==> config.mk <==
export PLATFORM = sky130hd
export DESIGN_NAME = cbt_top
export DESIGN_NICKNAME = d
export VERILOG_FILES = /design/src/rtl/cbt_pkg.sv /design/src/rtl/cbt_ctrl.sv /design/src/rtl/cbt_datapath.sv /design/src/rtl/cbt_top.sv
export SDC_FILE = /design/constraint.sdc
export NUM_CORES = 1
export LEC_CHECK = 0
export BUFFER_PORTS_ARGS = -buffer_cell sky130_fd_sc_hd__buf_2
export CAP_MARGIN = 40
export CORE_MARGIN = 3
export CORE_UTILIZATION = 55
export CTS_CLUSTER_SIZE = 14
export DETAILED_ROUTE_END_ITERATION = 8
export GPL_TIMING_DRIVEN = 0
export PLACE_DENSITY = 0.87
export SYNTH_ARGS = -nofsm -noshare
export SYNTH_HDL_FRONTEND = slang
export SYNTH_HIERARCHICAL = 1
export SYNTH_SLANG_ARGS = --single-unit
==> constraint.sdc <==
create_clock -name clk -period 17.2 [get_ports clk]
set_input_delay 0.86 -clock clk [delete_from_list [all_inputs] [get_ports clk]]
set_output_delay 0.86 -clock clk [all_outputs]
set_load 0.1 [all_outputs]
==> src/rtl/cbt_pkg.sv <==
package cbt_pkg;
  typedef enum logic [1:0] {
    OpNone     = 2'b00,
    OpBranch   = 2'b01,
    OpZeroJump = 2'b10,
    OpRegJump  = 2'b11
  } opClassT;

  typedef struct packed {
    logic useLong;    // 26-bit word offset on pc+4
    logic useMid;     // 21-bit word offset on pc+4
    logic useRegBase; // rt plus 16-bit byte displacement
    logic takeIt;     // redirect this cycle
    logic linkIt;     // write return address
  } ctrlStrobesT;
endpackage

==> src/rtl/cbt_ctrl.sv <==
module cbt_ctrl
  import cbt_pkg::*;
#(
  parameter int REG_IDX_W = 5
) (
  input  logic                 issueValid,
  input  opClassT              opClass,
  input  logic [REG_IDX_W-1:0] rsIdx,
  input  logic                 linkFlag,
  input  logic                 rsIsZero,
  output ctrlStrobesT          strobes
);
  logic rsFieldZero;
  assign rsFieldZero = (rsIdx == '0);

  always_comb begin
    strobes = '0;
    if (issueValid) begin
      unique case (opClass)
        OpBranch: begin
          strobes.useLong = 1'b1;
          strobes.takeIt  = 1'b1;
          strobes.linkIt  = linkFlag;
        end
        OpZeroJump: begin
          if (rsFieldZero) begin
            strobes.useRegBase = 1'b1;
            strobes.takeIt     = 1'b1;
          end else begin
            strobes.useMid = 1'b1;
            strobes.takeIt = rsIsZero;
          end
        end
        OpRegJump: begin
          strobes.useRegBase = 1'b1;
          strobes.takeIt     = 1'b1;
          strobes.linkIt     = linkFlag;
        end
        default: strobes = '0;
      endcase
    end
  end
endmodule

==> src/rtl/cbt_datapath.sv <==
module cbt_datapath
  import cbt_pkg::*;
#(
  parameter int XLEN      = 64,
  parameter int IMM_W     = 26,
  parameter int MID_W     = 21,
  parameter int SHORT_W   = 16,
  parameter int INSTR_BYT = 4
) (
  input  logic             clk,
  input  logic             rstN,
  input  ctrlStrobesT      strobes,
  input  logic [XLEN-1:0]  pc,
  input  logic [XLEN-1:0]  rsVal,
  input  logic [XLEN-1:0]  rtVal,
  input  logic [IMM_W-1:0] immField,
  output logic             rsIsZero,
  output logic [XLEN-1:0]  nextPc,
  output logic             redirect,
  output logic             linkWe,
  output logic [XLEN-1:0]  linkAddr
);
  localparam int WORD_SH = $clog2(INSTR_BYT);

  logic [XLEN-1:0] pcPlusStep;
  logic [XLEN-1:0] longOff;
  logic [XLEN-1:0] midOff;
  logic [XLEN-1:0] shortOff;
  logic [XLEN-1:0] baseSel;
  logic [XLEN-1:0] offSel;
  logic [XLEN-1:0] target;

  assign rsIsZero   = (rsVal == '0);
  assign pcPlusStep = pc + XLEN'(INSTR_BYT);

  assign longOff  = {{(XLEN-IMM_W){immField[IMM_W-1]}}, immField} << WORD_SH;
  assign midOff   = {{(XLEN-MID_W){immField[MID_W-1]}}, immField[MID_W-1:0]} << WORD_SH;
  assign shortOff = {{(XLEN-SHORT_W){immField[SHORT_W-1]}}, immField[SHORT_W-1:0]};

  always_comb begin
    baseSel = strobes.useRegBase ? rtVal : pcPlusStep;
    if (strobes.useLong)      offSel = longOff;
    else if (strobes.useMid)  offSel = midOff;
    else                      offSel = shortOff;
    target = baseSel + offSel;
  end

  always_ff @(posedge clk) begin
    if (!rstN) begin
      nextPc   <= '0;
      redirect <= 1'b0;
      linkWe   <= 1'b0;
      linkAddr <= '0;
    end else begin
      nextPc   <= strobes.takeIt ? target : pcPlusStep;
      redirect <= strobes.takeIt;
      linkWe   <= strobes.linkIt & strobes.takeIt;
      linkAddr <= pcPlusStep;
    end
  end
endmodule

==> src/rtl/cbt_top.sv <==
module cbt_top #(
  parameter int XLEN      = 64,
  parameter int IMM_W     = 26,
  parameter int MID_W     = 21,
  parameter int SHORT_W   = 16,
  parameter int REG_IDX_W = 5,
  parameter int LINK_REG  = 31
) (
  input  logic                 clk,
  input  logic                 rstN,
  input  logic                 issueValid,
  input  logic [1:0]           opClass,
  input  logic                 linkFlag,
  input  logic [XLEN-1:0]      pc,
  input  logic [REG_IDX_W-1:0] rsIdx,
  input  logic [XLEN-1:0]      rsVal,
  input  logic [XLEN-1:0]      rtVal,
  input  logic [IMM_W-1:0]     immField,
  output logic [XLEN-1:0]      nextPc,
  output logic                 redirect,
  output logic                 linkWe,
  output logic [REG_IDX_W-1:0] linkIdx,
  output logic [XLEN-1:0]      linkAddr
);
  import cbt_pkg::*;

  ctrlStrobesT strobes;
  logic        rsIsZero;

  assign linkIdx = REG_IDX_W'(LINK_REG);

  cbt_ctrl #(.REG_IDX_W(REG_IDX_W)) u_ctrl (
    .issueValid (issueValid),
    .opClass    (opClassT'(opClass)),
    .rsIdx      (rsIdx),
    .linkFlag   (linkFlag),
    .rsIsZero   (rsIsZero),
    .strobes    (strobes)
  );

  cbt_datapath #(
    .XLEN(XLEN), .IMM_W(IMM_W), .MID_W(MID_W), .SHORT_W(SHORT_W)
  ) u_dp (
    .clk      (clk),
    .rstN     (rstN),
    .strobes  (strobes),
    .pc       (pc),
    .rsVal    (rsVal),
    .rtVal    (rtVal),
    .immField (immField),
    .rsIsZero (rsIsZero),
    .nextPc   (nextPc),
    .redirect (redirect),
    .linkWe   (linkWe),
    .linkAddr (linkAddr)
  );
endmodule

==> flow_summary.json, run 1 <==
{
  "status": "finished, final reports clean",
  "first_pass_iters": 7,
  "fillerInstances": 1499,
  "startpoint_type": "primary input",
  "wire_per_inst_um": 20.8,
  "worstPathRequired_ns": 17.49,
  "ys_async_sr_fraction_pct": 0,
  "vias": 11619,
  "initialDrtViolationCount": 1132,
  "synth_flop_cell": "dfxtp_1",
  "fp.dieH_um": 142,
  "cts_resized": 0,
  "place_hpwl_mm": 32.0,
  "drtAntennaViolNets": 0,
  "grt_max_degree": 24,
  "arrival_ns": 6.49,
  "numCtsBuffers": 17,
  "viasPerCell": 6.07,
  "cp_cell_sequence": "buf_2 -> or3_4 -> o31ai_1 -> buf_2 -> clkbuf_1 -> clkbuf_1 -> mux2_2 -> ha_1 -> buf_2 -> a21oi_1 -> o21ai_0 -> a21oi_1 -> a21boi_1 -> o21ai_1 -> a21oi_1 -> o211ai_1 -> xnor2_1 -> o22ai_1",
  "worst_setup_path_end_kind": "flip-flop",
  "ys_ff_latch": 130,
  "grtUsageTotal_pct": 37.8,
  "nNetsFinal": 1964,
  "synth_edf_count": 0,
  "critPathKind": "primary input to flip-flop",
  "yosysSeqAreaShare_pct": 25.6,
  "setup_ws_ns": 10.99,
  "dp_slack_ns": 10.77,
  "timing.setup.tns_ns": 0,
  "post_cts_buffers": 0,
  "syn_area_per_cell_sq_um": 7.89,
  "slowest_delay_ns": 0.67,
  "dpl_cell_area_sq_mm": 0.0123,
  "critPathSlowestCell": "a21oi_1",
  "holdWs_ns": 0.701,
  "io_pins": 364,
  "fmax_mhz": 161,
  "cellLeakagePower_nw": 6.14,
  "cts.clk_slew.worst_paths_ns": 0.06,
  "hold_violations": 0,
  "tightestPinTransition_ns": 0.935,
  "antenna_found_initial": 2,
  "grt_first_pass_wirelength_mm": 59.2,
  "finalCritPeriodShare_pct": 36.1,
  "yosys.area.top_type_share_pct": 25.6,
  "cts_tree": "yes",
  "min_period_ns": 6.21,
  "ir_drop_v": 0.0000767,
  "core_sq_mm": 0.0180,
  "syn_area_sq_mm": 0.0102,
  "htree_levels": 4,
  "std_cell_rows": 49,
  "crit_path_max_fanout": 10,
  "synthCells": 1287,
  "rsz0062_at_grt": "false",
  "gp_congestion": 0.964,
  "die_w_um": 142,
  "start_util_pct": 56.4,
  "yosys.area.top_type": "dfxtp_1",
  "drive_above_1_share_pct": 27.8,
  "clock-sinks": 130,
  "p_per_area_mw_per_mm2": 99.7,
  "cts_root_buf": "clkbuf_16",
  "maxCapViolCount": 0,
  "gr-total-overflow": 0,
  "die_area_sq_mm": 0.0201,
  "final_cells": 1914,
  "grt_pass1_vias": 11127,
  "final_cell_area_sq_mm": 0.0129,
  "drc": 0,
  "setup_viol": 0,
  "clock_path_buffers": 2,
  "hold_path.class": "primary input to flip-flop",
  "area_growth_pct": 26.9,
  "hold_depth": 2,
  "synth_area_leaders": "dfxtp_1 26%, ha_1 7.9%, xnor2_1 5.8%, mux2_2 4.7%, a21oi_1 4.3%",
  "postCtsHoldBufs": 0,
  "port_buffers": 357,
  "relSlewSlack_pct": 37.2,
  "wl_mm": 39.8,
  "dpl.cell_count": 1880,
  "yosysWarnings": 6,
  "drv_slew": 0,
  "yosys.cell_types.count": 79
}
==> sequential cells by signal (all words and copies together) (netlist names) <==
signal	flops
u_dp/linkAddr	64
u_dp/linkWe	1
u_dp/nextPc	64
u_dp/redirect	1
==> cells by family (layout without fill, tap and decap cells) <==
logic type | Yosys count | count (layout) | share of synthesized area (%)
DFF | 130 | 130 | 25.6
other | 1 | 7 | 0.0369
AOI/OAI and AO/OA | 308 | 308 | 20.1
xor gates and xnor gates | 109 | 109 | 9.40
buffers and inverters | 129 | 521 | 5.05
adders and majority gates | 65 | 65 | 8.08
muxes | 70 | 70 | 7.56
and+or+nand+nor | 475 | 475 | 24.1
==> metal layers <==
layer / GRT usage [%] / routed length, um / up-vias
li1: - / - / 5387
met1: 46.1 / 15400 / 5332
met2: 65.1 / 18800 / 782
met3: 6.98 / 3930 / 118
met4: 16.8 / 1660 / 0
met5: 0 / 0 / -
==> critical path: cells and delay by family <==
family / cells / cell delay (ns)
fa+ha+maj: 1 / 0.29
compound gates: 9 / 2.58
buf+inv: 5 / 1.71
mux: 1 / 0.43
xor+xnor: 1 / 0.21
simple gates: 1 / 0.40
==> metrics by stage <==
step,power (mW),utilization (%)
finish,1.29,71.5
global route,1.34,71.5
CTS,1.28,71.5
detailed placement,0.906,68.2
global placement,0.901,67.9
floorplan,0.770,-
==> synth_stat cells (32+ instances only) <==
cell type,number
nand2_1,113
xnor2_1,67
a21o_1,44
nand3_1,48
a211oi_1,32
ha_1,64
dfxtp_1,130
and2_1,57
nand4_1,44
mux2_2,42
xor2_1,42
inv_1,52
clkbuf_1,57
nor2_1,109
a21oi_1,88
==> worst paths after layout <==
kind                      from               end  slack, ns
worst max-delay path  rsIdx[3]   u_dp/nextPc[62]      10.99
worst min-delay path     pc[0]  u_dp/linkAddr[0]       0.70
==> cell type report <==
cell class	count	area, sq um	area share (%)
inverter	53	199	1.54
sequential	130	2600	20.2
clock buffer	18	429	3.33
tap	229	287	2.22
multi-input combinational	1032	7070	54.8
antenna	2	5.00	0.0388
buffer	76	314	2.44
clock inverter	14	164	1.27
timing repair buffer	360	1820	14.1
==> layout by cell type, fill, tap and decap left out, types with 44 or more instances in the layout <==
master and count:
xnor2_1 67, clkbuf_1 58, inv_1 52, a21o_1 44, nand3_1 48, buf_2 367, dfxtp_1 130, and2_1 57
nand4_1 44, ha_1 64, nand2_1 113, a21oi_1 87, nor2_1 109
==> report_power, final <==
| group | switching, mW | internal, mW |
|---|---|---|
| sequential | 0.00591 | 0.325 |
| combinational | 0.419 | 0.164 |
| clock | 0.145 | 0.227 |
| total | 0.570 | 0.716 |
Note: power is estimated with default switching activity, not from simulation.
==> run 2: changes to the inputs <==
- CORE_UTILIZATION: 55 -> 51
- PLACE_DENSITY: 0.87 -> 0.82
- clock period: 17.2 -> 5.85 ns (I/O delays scaled with it)
==> flow_summary.json, run 2 (same netlist as run 1, synthesis figures left out) <==
{
  "status": "finished, final reports clean",
  "drive_above_1_share_pct": 27.9,
  "wl_mm": 41.2,
  "cts_root_buf": "clkbuf_16",
  "p_per_area_mw_per_mm2": 292,
  "drtAntennaViolNets": 0,
  "grt_max_degree": 23,
  "worst_setup_path_end_kind": "flip-flop",
  "fillerInstances": 1726,
  "core_sq_mm": 0.0191,
  "htree_levels": 4,
  "grtUsageTotal_pct": 36.2,
  "vias": 11616,
  "final_util_pct": 67.6,
  "area_growth_pct": 27.4,
  "maxCapViolCount": 0,
  "arrival_ns": 6.02,
  "clock-sinks": 130,
  "cts.clk_slew.worst_paths_ns": 0.06,
  "fp.dieH_um": 147,
  "reg_top3": "u_dp/linkAddr (64), u_dp/nextPc (64)",
  "clock_path_buffers": 2,
  "cellLeakagePower_nw": 6.14,
  "hold_violations": 0,
  "finalCritPeriodShare_pct": 98.2,
  "antenna_found_initial": 4,
  "ir_drop_v": 0.000218,
  "tightestPinTransition_ns": 0.935,
  "final_cell_mix": "367 x buf_2, 130 x dfxtp_1, 113 x nand2_1, 109 x nor2_1, 87 x a21oi_1",
  "die_area_sq_mm": 0.0216,
  "cts_tree": "yes",
  "gp_congestion": 0.964,
  "hold_path.class": "primary input to flip-flop",
  "std_cell_rows": 50,
  "rsz0062_at_grt": "false",
  "multi_input_area_sq_mm": 0.00707,
  "setup_viol": 0,
  "first_pass_iters": 8,
  "die_w_um": 147,
  "initialDrtViolationCount": 1343,
  "place_hpwl_mm": 33.2,
  "min_period_ns": 5.74,
  "viasPerCell": 5.96,
  "fmax_mhz": 174,
  "startpoint_type": "primary input",
  "postCtsHoldBufs": 0,
  "relSlewSlack_pct": 37.3,
  "grt_pass1_vias": 11019,
  "drc": 0,
  "wire_per_inst_um": 21.1,
  "finalPower_mw": 3.78,
  "drv_slew": 0,
  "crit_path_max_fanout": 10,
  "io_pins": 364,
  "layout_commonest_cell": "buf_2",
  "holdWs_ns": 0.108,
  "grt_first_pass_wirelength_mm": 61.4,
  "start_util_pct": 53.1,
  "port_buffers": 357,
  "regArea_sq_mm": 0.00260,
  "post_cts_buffers": 0,
  "gr-total-overflow": 0,
  "nNetsFinal": 1965,
  "numCtsBuffers": 17,
  "critPathKind": "primary input to flip-flop",
  "worstPathRequired_ns": 6.12,
  "cts_resized": 0
}
==> run 2: worst max-delay path, stage by stage <==
cell and delay (ns):
buf_2 0.10, or3_4 0.40, o31ai_1 0.53, clkbuf_1 0.59, clkbuf_1 0.68, mux2_2 0.42, ha_1 0.28, clkbuf_1 0.37
nand4_1 0.21, nand2b_1 0.22, and3_1 0.21, a211oi_1 0.39, o21ai_1 0.26, o31ai_1 0.74, xnor2_1 0.19, o22ai_1 0.10
==> run 2: cell type report <==
cell class                 instances  area share [%]
tap                              260            2.51
antenna                            5          0.0967
clock inverter                    12            1.02
inverter                          53            1.54
timing repair buffer             361            14.2
sequential                       130            20.1
multi-input combinational       1032            54.6
clock buffer                      20            3.53
buffer                            76            2.43
==> run 2: routing by layer <==
metal,up-vias,wire length [um],GRT usage (%)
li1,5395,-,-
met1,5410,16700,47.5
met2,705,19000,59.5
met3,106,3960,5.89
met4,0,1560,14.4
met5,-,0,0
==> run 2: per-stage QoR <==
stage	std cells	area [sq um]	setup WS (ns)	setup TNS (ns)
final	1949	12900	0.107	0
after CTS	1944	12900	0.335	0
after global placement	1908	12300	-1.48	-30.28
after floorplan	1291	10200	0.440	0
after detailed placement	1912	12300	-0.102	-0.204
after global routing	1948	12900	0.0987	0
==> run 2: path summary, 6_finish.rpt <==
| path | start | to | slack, ns | cells past startpoint |
|---|---|---|---|---|
| worst max-delay path | rsIdx[3] | u_dp/nextPc[52] | 0.11 | 16 |
| worst min-delay path | pc[0] | u_dp/linkAddr[0] | 0.11 | 2 |
==> run 2: power by group <==
group | switching (mW) | internal, mW
registers | 0.0223 | 0.956
clock network | 0.429 | 0.651
logic | 1.24 | 0.481
total | 1.69 | 2.09
